**src/rtl/ccp_pkg.sv**
```systemverilog
package ccp_pkg;
  localparam int WORD_W    = 32;
  localparam int REGNUM_W  = 10;
  localparam int RID_W     = 6;
  localparam logic [7:0] OP_PING     = 8'h00;
  localparam logic [7:0] OP_PING_RPL = 8'h01;
  localparam logic [7:0] OP_WR       = 8'h02;
  localparam logic [7:0] OP_MWR      = 8'h03;
  localparam logic [7:0] OP_RD       = 8'h04;
  localparam logic [7:0] OP_RD_RPL   = 8'h05;
  localparam logic [7:0] OP_DLY      = 8'h06;

  typedef enum logic [2:0] {
    ACT_SKIP, ACT_PING, ACT_WR, ACT_MWR, ACT_RD, ACT_DLY
  } act_e;

  typedef enum logic [2:0] {
    S_IDLE, S_HDR, S_ARG, S_RD, S_RDOUT, S_RMW_RD, S_RMW_WR, S_DLY
  } st_e;
endpackage

```
**src/rtl/ccp_subpkt_decode.sv**
```systemverilog
module ccp_subpkt_decode
  import ccp_pkg::*;
#(
  parameter int XW = 7
) (
  input  logic [WORD_W-1:0] hdr,
  output act_e              act,
  output logic [XW-1:0]     extra
);
  logic [7:0] op;
  logic [7:0] len;
  logic [8:0] len_p1;

  assign op     = hdr[31:24];
  assign len    = hdr[23:16];
  assign len_p1 = {1'b0, len} + 9'd1;
  // words after the header: ceil((len+2)/4) - 1
  assign extra  = XW'(len_p1 >> 2);

  always_comb begin
    act = ACT_SKIP;
    case (op)
      OP_PING: if (len == 8'd2)  act = ACT_PING;
      OP_WR:   if (len == 8'd6)  act = ACT_WR;
      OP_MWR:  if (len == 8'd10) act = ACT_MWR;
      OP_RD:   if (len == 8'd2)  act = ACT_RD;
      OP_DLY:  if (len == 8'd2)  act = ACT_DLY;
      default: act = ACT_SKIP;
    endcase
  end
endmodule

```
**src/rtl/ccp_delay_timer.sv**
```systemverilog
module ccp_delay_timer #(
  parameter int TW = 16
) (
  input  logic          clk,
  input  logic          rst_n,
  input  logic          load,
  input  logic [TW-1:0] ticks,
  output logic          last
);
  logic [TW-1:0] cnt_q, cnt_d;

  always_comb begin
    cnt_d = cnt_q;
    if (load)              cnt_d = ticks;
    else if (cnt_q != '0)  cnt_d = cnt_q - TW'(1);
  end

  always_ff @(posedge clk or negedge rst_n) begin
    if (!rst_n) cnt_q <= '0;
    else        cnt_q <= cnt_d;
  end

  assign last = (cnt_q == TW'(1));
endmodule

```
**src/rtl/ccp_seq.sv**
```systemverilog
module ccp_seq
  import ccp_pkg::*;
#(
  parameter int LW = 9,
  parameter int XW = 7,
  parameter int TW = 16
) (
  input  logic                clk,
  input  logic                rst_n,
  input  logic                pkt_start,
  input  logic [LW-1:0]       pay_len,
  input  logic                word_valid,
  input  logic [WORD_W-1:0]   word_data,
  output logic                word_ready,
  input  act_e                act,
  input  logic [XW-1:0]       extra,
  output logic                dly_load,
  input  logic                dly_last,
  output logic                reg_we,
  output logic                reg_re,
  output logic [REGNUM_W-1:0] reg_addr,
  output logic [WORD_W-1:0]   reg_wdata,
  input  logic [WORD_W-1:0]   reg_rdata,
  output logic                rpl_valid,
  output logic [WORD_W-1:0]   rpl_data
);
  localparam int BPW = WORD_W / 8;

  st_e                 st_q, st_d;
  act_e                act_q, act_d;
  logic [LW-1:0]       rem_q, rem_d, rem_after;
  logic [XW-1:0]       cnt_q, cnt_d;
  logic [REGNUM_W-1:0] addr_q, addr_d;
  logic [RID_W-1:0]    rid_q, rid_d;
  logic [WORD_W-1:0]   val_q, val_d, mask_q, mask_d;
  logic [WORD_W-1:0]   wdat_q, wdat_d, rdat_q, rdat_d;
  logic                we_q, we_d, rv_q, rv_d;
  logic                take;
  st_e                 end_take, end_hold;

  assign word_ready = (st_q == S_HDR) || (st_q == S_ARG);
  assign take       = word_valid && word_ready;
  assign rem_after  = (rem_q > LW'(BPW)) ? rem_q - LW'(BPW) : '0;
  assign end_take   = (rem_after == '0) ? S_IDLE : S_HDR;
  assign end_hold   = (rem_q == '0) ? S_IDLE : S_HDR;

  always_comb begin
    st_d = st_q;   act_d = act_q;   rem_d = rem_q;   cnt_d = cnt_q;
    addr_d = addr_q; rid_d = rid_q; val_d = val_q;   mask_d = mask_q;
    wdat_d = wdat_q; rdat_d = rdat_q;
    we_d = 1'b0;   rv_d = 1'b0;     dly_load = 1'b0;
    if (take) rem_d = rem_after;
    case (st_q)
      S_IDLE: begin
        if (pkt_start && (pay_len != '0)) begin
          rem_d = pay_len;
          st_d  = S_HDR;
        end
      end
      S_HDR: begin
        if (take) begin
          act_d  = act;
          addr_d = word_data[REGNUM_W-1:0];
          rid_d  = word_data[15:10];
          if (extra != '0) begin
            cnt_d = extra;
            st_d  = (rem_after == '0) ? S_IDLE : S_ARG;
          end else begin
            case (act)
              ACT_PING: begin
                rv_d   = 1'b1;
                rdat_d = {OP_PING_RPL, 8'd2, word_data[15:0]};
                st_d   = end_take;
              end
              ACT_RD:  st_d = S_RD;
              ACT_DLY: begin
                if (word_data[TW-1:0] != '0) begin
                  dly_load = 1'b1;
                  st_d     = S_DLY;
                end else st_d = end_take;
              end
              default: st_d = end_take;
            endcase
          end
        end
      end
      S_ARG: begin
        if (take) begin
          cnt_d = cnt_q - XW'(1);
          if (cnt_q == XW'(1)) begin
            if (act_q == ACT_WR) begin
              we_d   = 1'b1;
              wdat_d = word_data;
              st_d   = end_take;
            end else if (act_q == ACT_MWR) begin
              mask_d = word_data;
              st_d   = S_RMW_RD;
            end else st_d = end_take;
          end else begin
            val_d = word_data;
            if (rem_after == '0) st_d = S_IDLE;
          end
        end
      end
      S_RD: begin
        rv_d   = 1'b1;
        rdat_d = {OP_RD_RPL, 8'd6, rid_q, addr_q};
        st_d   = S_RDOUT;
      end
      S_RDOUT: begin
        rv_d   = 1'b1;
        rdat_d = reg_rdata;
        st_d   = end_hold;
      end
      S_RMW_RD: st_d = S_RMW_WR;
      S_RMW_WR: begin
        we_d   = 1'b1;
        wdat_d = (reg_rdata & ~mask_q) | (val_q & mask_q);
        st_d   = end_hold;
      end
      S_DLY:   if (dly_last) st_d = end_hold;
      default: st_d = S_IDLE;
    endcase
  end

  always_ff @(posedge clk or negedge rst_n) begin
    if (!rst_n) begin
      st_q <= S_IDLE;  act_q <= ACT_SKIP; rem_q <= '0;  cnt_q <= '0;
      addr_q <= '0;    rid_q <= '0;       val_q <= '0;  mask_q <= '0;
      wdat_q <= '0;    rdat_q <= '0;      we_q <= 1'b0; rv_q <= 1'b0;
    end else begin
      st_q <= st_d;    act_q <= act_d;    rem_q <= rem_d; cnt_q <= cnt_d;
      addr_q <= addr_d; rid_q <= rid_d;   val_q <= val_d; mask_q <= mask_d;
      wdat_q <= wdat_d; rdat_q <= rdat_d; we_q <= we_d;   rv_q <= rv_d;
    end
  end

  assign reg_re    = (st_q == S_RD) || (st_q == S_RMW_RD);
  assign reg_addr  = addr_q;
  assign reg_we    = we_q;
  assign reg_wdata = wdat_q;
  assign rpl_valid = rv_q;
  assign rpl_data  = rdat_q;
endmodule

```
**src/rtl/ccp_cmd_interp.sv**
```systemverilog
module ccp_cmd_interp
  import ccp_pkg::*;
#(
  parameter int LEN_W  = 9,
  parameter int TICK_W = 16
) (
  input  logic                clk,
  input  logic                rst_n,
  input  logic                pkt_start,
  input  logic [LEN_W-1:0]    pay_len,
  input  logic                word_valid,
  input  logic [WORD_W-1:0]   word_data,
  output logic                word_ready,
  output logic                reg_we,
  output logic                reg_re,
  output logic [REGNUM_W-1:0] reg_addr,
  output logic [WORD_W-1:0]   reg_wdata,
  input  logic [WORD_W-1:0]   reg_rdata,
  output logic                rpl_valid,
  output logic [WORD_W-1:0]   rpl_data
);
  localparam int XW = 7;

  act_e            dec_act;
  logic [XW-1:0]   dec_extra;
  logic            dly_load, dly_last;

  ccp_subpkt_decode #(.XW(XW)) u_dec (
    .hdr   (word_data),
    .act   (dec_act),
    .extra (dec_extra)
  );

  ccp_delay_timer #(.TW(TICK_W)) u_dly (
    .clk   (clk),
    .rst_n (rst_n),
    .load  (dly_load),
    .ticks (word_data[TICK_W-1:0]),
    .last  (dly_last)
  );

  ccp_seq #(.LW(LEN_W), .XW(XW), .TW(TICK_W)) u_seq (
    .clk        (clk),
    .rst_n      (rst_n),
    .pkt_start  (pkt_start),
    .pay_len    (pay_len),
    .word_valid (word_valid),
    .word_data  (word_data),
    .word_ready (word_ready),
    .act        (dec_act),
    .extra      (dec_extra),
    .dly_load   (dly_load),
    .dly_last   (dly_last),
    .reg_we     (reg_we),
    .reg_re     (reg_re),
    .reg_addr   (reg_addr),
    .reg_wdata  (reg_wdata),
    .reg_rdata  (reg_rdata),
    .rpl_valid  (rpl_valid),
    .rpl_data   (rpl_data)
  );
endmodule

```
**config.mk**
```make
export PLATFORM = sky130hd
export DESIGN_NAME = ccp_cmd_interp
export DESIGN_NICKNAME = d
export VERILOG_FILES = /design/src/rtl/ccp_pkg.sv /design/src/rtl/ccp_subpkt_decode.sv /design/src/rtl/ccp_delay_timer.sv /design/src/rtl/ccp_seq.sv /design/src/rtl/ccp_cmd_interp.sv
export SDC_FILE = /design/constraint.sdc
export NUM_CORES = 1
export LEC_CHECK = 0
export BUFFER_PORTS_ARGS = -buffer_cell sky130_fd_sc_hd__buf_2
export CORE_MARGIN = 5
export CORE_UTILIZATION = 35
export DETAILED_ROUTE_END_ITERATION = 16
export GPL_TIMING_DRIVEN = 1
export PLACE_DENSITY = 0.53
export SLEW_MARGIN = 0
export SYNTH_ARGS = -nofsm -noshare
export SYNTH_HDL_FRONTEND = slang
export SYNTH_SLANG_ARGS = --single-unit
```
**constraint.sdc**
```tcl
create_clock -name clk -period 5.9 [get_ports clk]
set_input_delay 0.885 -clock clk [delete_from_list [all_inputs] [get_ports clk]]
set_output_delay 0.885 -clock clk [all_outputs]
set_load 0.05 [all_outputs]
```
Word-level counts from Yosys, hierarchy flattened
Cells that the tools add are included.
Widths: inputs -> output; s select.
{"block": "totals", "ff_bits": 184, "out_inout_bits": 78, "word_cells": 132}
{"block": "op_classes", "n_lt_le_gt_ge": 1, "n_reduce_logical": 25, "addsub": 4, "eq_ne": 31, "n_bitwise": 6, "mux": 52}
{"operator": "$mux 32", "n": 6}
{"operator": "$pmux 32 s3", "n": 1}
{"operator": "$and 32x32->32", "n": 2}
{"operator": "$pmux 32 s2", "n": 1}
{"operator": "$mux 3", "n": 12}
{"operator": "$mux 9", "n": 4}
{"operator": "$mux 16", "n": 2}
{"operator": "$not 32->32", "n": 1}
{"operator": "$or 32x32->32", "n": 1}
{"operator": "$reduce_bool 16->1", "n": 2}
{"operator": "$eq 8x2->1 const B", "n": 3}
{"operator": "$eq 8x3->1 const B", "n": 3}
{"operator": "$mux 7", "n": 3}
{"operator": "$pmux 3 s7", "n": 1}
{"operator": "$eq 3x3->1 const B", "n": 6}
{"operator": "$logic_not 9->1", "n": 2}
{"operator": "$eq 16x1->1 const B", "n": 1}
{"operator": "$sub 16x1->16 const B", "n": 1}
{"operator": "$pmux 3 s5", "n": 1}
{"operator": "$mux 1", "n": 14}
{"operator": "$pmux 7 s2", "n": 1}
{"operator": "$eq 3x2->1 const B", "n": 4}
{"operator": "$ne 2x2->1 const B", "n": 6}
{"operator": "$reduce_and 4->1", "n": 3}
{"operator": "other kinds (25)", "n": 38}

Longest topological paths before layout
Gate-level depths: netlist of the first run.
{"block": "depth", "word_depth": 9, "ltp_mapped": 9, "mapped_depth_nobuf": 7}

Modules after synthesis
From an unflattened synthesis of the first run, not the netlist that was laid out.
{"block": "hier_totals", "cells_unflattened": 863, "area_unflattened_um2": 9127.5}
{"module": "ccp_seq", "area_per_inst_um2": 7817.5, "instances": 1, "cells_each": 712}
{"module": "ccp_delay_timer", "area_per_inst_um2": 1099.8, "instances": 1, "cells_each": 120}
{"module": "ccp_subpkt_decode", "area_per_inst_um2": 210.2, "instances": 1, "cells_each": 31}

Worst setup path before layout of the first run
Ideal clock, no wire load.
{"block": "synth_timing", "kind": "in2reg", "from": "in word_data[18]", "to": "reg u_dly.cnt_q[10]", "required_time_ps": 5775, "n_path_buf": 1, "stages": 5, "setup_time_ps": 125, "arrival_time_ps": 2503, "path_slack_ps": 3272, "cell_sequence": "clkbuf_1 a211oi_2 nand4_4 nor4_4 mux2_4"}
{"block": "synth_via", "elab_chain_cells": 9, "word_cells_on_any_way": 18}
{"item": "from (decl)", "line_no": "ccp_cmd_interp.sv:12", "rtl": "input logic [WORD_W-1:0] word_data,"}
{"item": "$eq 8x2->1, or another cell as far along", "line_no": "ccp_subpkt_decode.sv:23, ccp_subpkt_decode.sv:26, ccp_subpkt_decode.sv:27"}
{"item": "$mux 3, or another cell as far along", "line_no": "ccp_subpkt_decode.sv:27", "rtl": "OP_DLY: if (len == 8'd2) act = ACT_DLY;"}
{"item": "$pmux 3 s5", "line_no": "ccp_subpkt_decode.sv:22", "rtl": "case (op)"}
{"item": "$eq 3x3->1", "line_no": "ccp_seq.sv:69", "rtl": "case (act)"}
{"item": "$mux 1", "line_no": "ccp_seq.sv:69"}
{"item": "$mux 1 *", "line_no": "ccp_seq.sv:65", "rtl": "if (extra != '0) begin"}
{"item": "$mux 1 *", "line_no": "ccp_seq.sv:61", "rtl": "if (take) begin"}
{"item": "$mux 1 *", "line_no": "ccp_seq.sv:53", "rtl": "case (st_q)"}
{"item": "$mux 16 / $reduce_bool 2->1 (equally long branches)"}
{"item": "to (signal assigned)", "line_no": "ccp_delay_timer.sv:20", "rtl": "else cnt_q <= cnt_d;"}
{"item": "to (decl)", "line_no": "ccp_delay_timer.sv:10", "rtl": "logic [TW-1:0] cnt_q, cnt_d;"}
Every way passes the cells marked *; elsewhere a longest branch is shown, timed or not.
A chain may end at the register's enable or synchronous reset.

Worst setup path in the final report of the first run
{"block": "layout_timing", "from": "reg u_seq.st_q[2]", "to": "reg u_seq.rdat_q[12] (netlist: u_seq.rpl_data[12])"}
{"block": "layout_via", "elab_chain_cells": 5, "word_cells_on_any_way": 12}
{"item": "from (decl)", "line_no": "ccp_seq.sv:29", "rtl": "st_e st_q, st_d;"}
{"item": "from (signal assigned)", "line_no": "ccp_seq.sv:132", "rtl": "st_q <= st_d; act_q <= act_d; rem_q <= rem_d; cnt_q <= cnt_d;"}
{"item": "$eq 3x1->1 / $eq 3x2->1 (equally long branches)", "line_no": "ccp_seq.sv:41, ccp_seq.sv:53"}
{"item": "$logic_or 1x1->1", "line_no": "ccp_seq.sv:41", "rtl": "assign word_ready = (st_q == S_HDR) || (st_q == S_ARG);"}
{"item": "$logic_and 1x1->1", "line_no": "ccp_seq.sv:42", "rtl": "assign take = word_valid && word_ready;"}
{"item": "$ne 2x1->1 (no line)"}
{"item": "$reduce_and 4->1 (no line)"}
{"item": "to (signal assigned)", "line_no": "ccp_seq.sv:134", "rtl": "wdat_q <= wdat_d; rdat_q <= rdat_d; we_q <= we_d; rv_q <= rv_d;"}
{"item": "to (decl)", "line_no": "ccp_seq.sv:36", "rtl": "logic [WORD_W-1:0] wdat_q, wdat_d, rdat_q, rdat_d;"}
Several ways; a longest one is shown, not always the timed one.

==> run metrics, run 1 <==
outcome=completed; vias per cell=5.28; unrepaired setup endpoints after global routing=no; fmax=306 MHz; post-route cell area=10700 um2; hold depth=2; Hold Path Class=reg2reg; clock root buffer=clkbuf_16; CP Launch Type=flip-flop; Post-CTS Setup Bufs=0; Max Cap Viol=0; core area=25300 um2; Total Wirelength=25000 um; post-layout min period=3.27 ns; Netlist Area Pre-Place=9030 um2; FF+latch count, synth=184; Slew HR=0.299; Distinct cells, synth=75; Peak VDD IR=0.000297 V; register area share after synthesis=0.510; Clock Sinks=184; yosys warns=0; share of synthesized flip-flops with an asynchronous set or reset=1.00; Layout Skew=0.0123 ns; initial DRC count=372; WL per Instance=19.0 um; hold buffer count at cts=0; die height=171 um; Post-synth EDFFs=0; WP data required=6.18 ns; Most used DFF post-synth=dfrtp_1; Synth area leader=dfrtp_1; most instantiated cells after synthesis=dfrtp_1 (184), nand2_1 (88), mux2_2 (76); pin count of the biggest net entering global routing=93; CP max-delay cell=o31a_1; vias in the first global route=6959; slowest stage delay, CP=0.71 ns; Die ar.=29100 um2; post-placement cell count=1282; Synth top area share=0.510; initial antenna violation count=0; post-cts gate resize count=0; most common cell in the synthesized netlist=dfrtp_1; Crit. End Element=flip-flop; Tcrit/Tclk final=0.554; setup TNS=0 ns; dpl hpwl=16900 um; starting density of the core=0.356; Syn Nets=923; critical path's top delay family=simple AND/OR/NAND/NOR gates; Least-Margin Pin Slew=1.05 ns; count of non-filler cells in the finished layout=1314; Crit path arrival time=3.55 ns; I/O Pins=155; CP most frequent cell=nor2_1; Worst Setup Path Type=reg2reg; Rows=58; Final Hold Vio Count=0; Final Wtd Congestion=0.779; Mapped Cells=839; clock tree buffer depth=2; DIE WIDTH=171 um; P_leak=0.00473 uW; FF-to-FF path depth=6; syn_area_per_cell=10.8 um2; Nets=1055; layout cell share with drive strength beyond 1=0.303; CTS buffer count=17; # port buffers=154; CTS H-tree lvls=4; CTS tree=done; Final ANT Viol Nets=0; Clock Latency Late Sink=0.43 ns; crit-path cells=and3b_1 -> nor2_1 -> o31a_1 -> inv_2 -> nor2_1 -> a31oi_1; Inserted Diodes=0; critical-path maximum fanout=35; Overall Power=5490 uW; Final Max Tran Viols=0; number of buffers and inverters on the critical path=1; GRT Total Usage=0.174; Synth-to-Final Area Change=18.1%; first-pass GRT wire length=40000 um; Setup violations, final=0; Post-DP Area=10100 um2; total congestion overflow=0; via count=6935; Worst path depth=6; CTS clock-pin slew for the worst setup and hold paths=0.07 ns; Pwr Density=515 nW/um2; R2R setup slack=2.63 ns; first drt pass iteration count=4; drt drc=0; ranking of synthesized cells by area=dfrtp_1 (51%), mux2_2 (9.5%), mux2i_1 (3.7%)
[final timing paths]
check / endpoint / from
min reg2reg: u_seq.reg_wdata[23] / u_seq.reg_wdata[23]
min: u_seq.reg_wdata[23] / u_seq.reg_wdata[23]
max reg2reg: u_seq.rpl_data[12] / u_seq.st_q[2]
min in group asynchronous: u_seq.reg_addr[4] / rst_n
max in group asynchronous: u_seq.rem_q[5] / rst_n
max: u_seq.rpl_data[12] / u_seq.st_q[2]
[worst reg2reg max path, delay by kind of cell (launching register included)]
family | cells | cell delay, ns
buffers and inverters | 1 | 0.48
DFF | 1 | 0.70
and+or+nand+nor | 3 | 1.18
AOI/OAI and AO/OA | 2 | 0.76
[power by group]
group	total, uW	leakage [uW]	internal (uW)	switching, uW
Sequential	2020	0.00225	1700	322
Combinational	2310	0.00220	684	1620
Clock	1160	0.000284	644	519
[stage by stage]
stage,hold WS (ns),setup WS [ns],util
floorplan,0.442,3.27,-
global placement,0.458,2.68,0.398
detailed placement,0.466,2.63,0.398
CTS,0.482,2.61,0.421
global route,0.500,2.35,0.421
finish,0.477,2.63,0.421
[logic make-up after synthesis]
logic type      share of synthesized area
flops                               0.510
mux                                 0.146
xor+xnor                           0.0175
compound gates                      0.141
fa+ha+maj                         0.00970
simple gates                        0.144
buf+inv                            0.0322
[registers in the layout, summed over array words and instances, names as in the netlist]
| name | cells |
|---|---|
| u_seq.rpl_data | 32 |
| u_seq.cnt_q | 7 |
| u_seq.rem_q | 9 |
| u_seq.act_q | 3 |
| u_seq.reg_addr | 10 |
| u_seq.rid_q | 6 |
| u_seq.st_q | 3 |
| u_seq.reg_wdata | 32 |
| u_seq.reg_we | 1 |
| u_seq.val_q | 32 |
| u_seq.rpl_valid | 1 |
| u_dly.cnt_q | 16 |
| u_seq.mask_q | 32 |
[routing by layer]
| layer | part of all wire | wire (um) | GRT usage | up-vias |
|---|---|---|---|---|
| li1 | - | - | - | 3298 |
| met1 | 0.47 | 11800 | 0.241 | 3438 |
| met2 | 0.47 | 11700 | 0.283 | 175 |
| met3 | 0.046 | 1150 | 0.0328 | 24 |
| met4 | 0.012 | 306 | 0.0413 | 0 |
| met5 | 0 | 0 | 0 | - |
[cells in the final DEF (no fill, tap or decap), types with 6 or more instances in the layout]
cell / instances
buf_4: 9
o31ai_1: 11
dfrtp_1: 184
nand3_1: 16
nand2_1: 86
xor2_1: 13
nor2_1: 71
a22o_1: 13
o21ai_0: 49
or3_1: 6
mux2_1: 6
mux2i_1: 33
inv_1: 11
a21oi_1: 45
nor3_1: 16
mux2_2: 76
a31oi_1: 22
a22oi_1: 17
buf_2: 153
ha_1: 7
clkbuf_16: 17
[layout make-up]
class | instances | area (um2)
Tap cell | 330 | 413
Clock buffer | 20 | 447
Fill cell | 2476 | 14700
Clock inverter | 12 | 145
Sequential cell | 184 | 4600
Timing Repair Buffer | 163 | 847
Inverter | 12 | 45.0
Multi-Input combinational cell | 593 | 4160
Note: power is estimated with default switching activity, not from simulation.
==> run 2, diff against run 1 <==
PLACE_DENSITY = 0.55   (was 0.53)
clock period = 2.6 ns   (was 5.9 ns; I/O delays follow)
==> run 2 against run 1 <==
Routed wire length grew 2.2%. Cell count grew 3.6%. Clock-buffer cell count shrank 3. Critical path depth shrank 2. Largest cell class unchanged. Maximum frequency grew 47%. Worst hold slack lost 0.28 ns. Setup slack lost 2.2 ns. Highest routed layer is now met5. Clock power grew 140%. Design area grew 4.4%. Via count grew 1.1%. Largest power group unchanged. Sequential power grew 120%. Combinational power grew 140%.
==> run metrics, run 2 (synthesis results as in run 1) <==
unrepaired setup endpoints after global routing=no; Final Max Tran Viols=0; R2R setup slack=0.38 ns; post-route cell area=11100 um2; total congestion overflow=0; Crit path arrival time=2.54 ns; via count=7010; dpl hpwl=18000 um; pin count of the biggest net entering global routing=65; PnR worst setup slack=0.380 ns; Crit. End Element=flip-flop; initial antenna violation count=2; initial DRC count=430; clock tree buffer depth=2; Pwr Density=1150 nW/um2; Worst Setup Path Type=reg2reg; Max Cap Viol=0; commonest non-fill, non-tap cell in the layout=dfrtp_1; Die ar.=29100 um2; FF/Latch Area=4600 um2; Post-DP Area=10500 um2; setup TNS=0 ns; Slew HR=0.384; P_leak=0.00500 uW; I/O Pins=155; DP Worst Slack=0.126 ns; met2 Usage GRT=0.290; vias per cell=5.15; Layout Skew=0.0176 ns; first drt pass iteration count=7; GRT Total Usage=0.177; CTS clock-pin slew for the worst setup and hold paths=0.08 ns; Final ANT Viol Nets=0; vias in the first global route=7092; most frequent cells in the layout=dfrtp_1 (184), buf_2 (153), nand2_1 (86); die height=171 um; CTS H-tree lvls=4; post-layout min period=2.22 ns; GR Util met3=0.0488; Least-Margin Pin Slew=0.917 ns; Rows=58; WP data required=2.92 ns; fillcell total=2467; Final Wtd Congestion=0.846; core area=25300 um2; WL per Instance=18.8 um; # port buffers=154; Hold Path Class=in2reg; Synth-to-Final Area Change=23.3%; drt drc=0; CP Launch Type=flip-flop; CTS tree=done; Inserted Diodes=0; Final Hold Vio Count=0; fmax=451 MHz; Nets=1102; starting density of the core=0.356; M1 GR Usage=0.236; DIE WIDTH=171 um; layout cell share with drive strength beyond 1=0.336; Tcrit/Tclk final=0.854; CTS buffer count=17; Total Wirelength=25500 um; Setup violations, final=0; first-pass GRT wire length=40400 um; multi-input logic area=4160 um2; busiest grt layer=met2; clock root buffer=clkbuf_16; Clock Sinks=184; Peak VDD IR=0.000811 V; critical-path maximum fanout=13; outcome=completed; Clock Latency Late Sink=0.44 ns
[run 2: final timing paths]
check,cells after the start,to,start
max,4,u_dly.cnt_q[10],u_seq.st_q[2]
max in group asynchronous,3,u_seq.val_q[22],rst_n
min in group asynchronous,2,u_seq.rpl_data[3],rst_n
max reg2reg,4,u_dly.cnt_q[10],u_seq.st_q[2]
min,2,u_seq.rpl_data[25],reg_rdata[25]
min reg2reg,2,u_seq.reg_wdata[18],u_seq.reg_wdata[18]
[run 2: metal layers]
| layer | wire [um] | share of wire | up-vias |
|---|---|---|---|
| met3 | 1620 | 0.063 | 19 |
| met5 | 21 | 0.00082 | - |
| met2 | 12100 | 0.47 | 170 |
| met1 | 11400 | 0.45 | 3421 |
| li1 | - | - | 3396 |
| met4 | 330 | 0.013 | 4 |
[run 2: critical path, cell delays in order (launching register included)]
cell and delay, ns:
dfrtp_1 0.50, nor2_1 0.27, nand4_4 0.16, nor4_4 0.83, mux2_4 0.35
[run 2: power breakdown]
group          switching, uW  internal (uW)  total, uW
registers                633           3860       4490
logic                   3820           1710       5520
clock network           1280           1480       2760
[run 2: final cells by class]
class / count / area share
tap: 330 / 0.0371
inverter: 12 / 0.00405
clock inverter: 15 / 0.0184
multi-input combinational: 593 / 0.374
clock buffer: 17 / 0.0382
sequential: 184 / 0.414
timing repair buffer: 210 / 0.115
[run 2: per-stage QoR]
stage                     total power (uW)  utilization  std cells  hold slack (ns)
final                                12800        0.439       1361            0.201
after global routing                 13500        0.439       1361            0.189
after CTS                            12900        0.439       1361            0.184
after detailed placement             10100        0.414       1328            0.441
after global placement               10100        0.414       1328            0.440
after floorplan                       8450            -        839           0.0944
[run 2: what timing repair did]
item	CTS	global route
setup endpoints to repair	0	0
hold buffers	1	0
endpoints found under the hold margin	60	0
setup buffers	0	0
resized for setup	0	0
==> run 3, diff against run 2 <==
CORE_ASPECT_RATIO = 1.4   (was unset)
==> run 3 against run 2 <==
First-iteration DRC count decreased by 34%. Non-clock buffer count down 12. Die area rose by 0.16%. Critical endpoint is now word_ready. Setup slack worse by 0.11 ns. Critical path type is now reg2out. Combinational power hardly changed. Sequential power hardly changed.
==> run metrics, run 3 (synthesis results as in run 1) <==
vias per cell=5.20; fillcell total=2479; FF/Latch Area=4600 um2; Layout Skew=0.0125 ns; die height=200 um; FF-to-FF path depth=8; critical-path maximum fanout=9; Inserted Diodes=0; Slew HR=0.493; fmax=429 MHz; layout cell share with drive strength beyond 1=0.328; most frequent cells in the layout=dfrtp_1 (184), buf_2 (153), nand2_1 (86); Clock Latency Late Sink=0.45 ns; Nets=1090; Final Max Tran Viols=0; Final Wtd Congestion=0.813; total congestion overflow=0; WP data required=2.21 ns; commonest non-fill, non-tap cell in the layout=dfrtp_1; initial DRC count=282; post-placement cell count=1305; I/O Pins=155; starting density of the core=0.356; Final ANT Viol Nets=0; vias in the first global route=7097; initial antenna violation count=1; setup TNS=0 ns; outcome=completed; WL per Instance=18.8 um; Setup violations, final=0; dpl hpwl=17900 um; Crit. End Element=output pin; Pwr Density=1150 nW/um2; count of non-filler cells in the finished layout=1338; clock tree buffer depth=2; CTS H-tree lvls=4; drt drc=0; Worst Setup Path Type=reg2out; clock root buffer=clkbuf_16; pin count of the biggest net entering global routing=74; via count=6959; GRT Total Usage=0.176; CTS clock-pin slew for the worst setup and hold paths=0.08 ns; CTS tree=done; Peak VDD IR=0.000978 V; Die ar.=29100 um2; core area=25400 um2; Max Cap Viol=0; Post-CTS Setup Bufs=0; Tcrit/Tclk final=0.898; Final Hold Vio Count=0; multi-input logic area=4160 um2; CP Launch Type=flip-flop; Total Wirelength=25200 um; Hold Path Class=in2reg; Clock Sinks=184; first drt pass iteration count=5; hold depth=2; CTS buffer count=17; Synth-to-Final Area Change=21.8%; DIE WIDTH=146 um; Least-Margin Pin Slew=0.754 ns; unrepaired setup endpoints after global routing=no; Crit path arrival time=1.94 ns; P_leak=0.00494 uW; post-layout min period=2.33 ns; # port buffers=154; first-pass GRT wire length=40400 um; Rows=69
run 3: cell types whose count changed in the layout (fill, tap and decap cells not counted), sizes merged:
| cell | delta |
|---|---|
| buf | -12 |
| bufinv | -1 |
| clkinv | -2 |
| clkinvlp | -1 |
| inv | +4 |
run 3: per-layer routing:
metal / up-vias / GRT usage / share of wire
li1: 3374 / - / -
met1: 3408 / 0.210 / 0.42
met2: 143 / 0.317 / 0.52
met3: 32 / 0.0343 / 0.039
met4: 2 / 0.0615 / 0.021
met5: - / 0 / 0.00044
run 3: layout make-up:
class                      instances  share of cell area
multi-input combinational        593               0.378
tap                              319              0.0363
inverter                          12             0.00410
clock buffer                      17              0.0387
sequential                       184               0.419
timing repair buffer             198               0.108
clock inverter                    15              0.0160
run 3: critical path, stage by stage (launching register included):
cell      delay [ns]
dfrtp_1         0.46
buf_4           0.22
nand2b_1        0.17
a21oi_1         0.32
buf_2           0.33
run 3: final timing paths:
kind,from,to,slack [ns]
worst max-delay path,u_seq.st_q[1],word_ready,0.27
worst min-delay path,reg_rdata[16],u_seq.rpl_data[16],0.18
worst max register to register,u_seq.cnt_q[1],u_seq.reg_wdata[12],0.31
worst min register to register,u_seq.reg_wdata[25],u_seq.reg_wdata[25],0.48
max in group asynchronous,rst_n,u_seq.mask_q[15],1.33
min in group asynchronous,rst_n,u_seq.rpl_data[30],0.52
run 3: repair_timing:
| action | in CTS | in global routing |
|---|---|---|
| endpoints found under the hold margin | 45 | 0 |
| gates resized for setup | 0 | 0 |
| hold buffers | 1 | 0 |
run 3: stage by stage:
stage                     cell area (um2)  utilization  hold WS, ns  power (uW)  setup slack [ns]
final                               11000        0.433        0.180       12700             0.266
after global routing                11000        0.433        0.172       13400             0.172
after CTS                           11000        0.433        0.160       12800             0.231
after detailed placement            10400        0.409        0.465       10100             0.158
after global placement              10400        0.409        0.459       10000             0.210
after floorplan                      9030            -       0.0944        8450             0.336
run 3: power by group:
part / internal (uW) / total (uW) / switching (uW)
Clock: 1380 / 2680 / 1290
Combinational: 1700 / 5500 / 3800
Sequential: 3860 / 4490 / 636
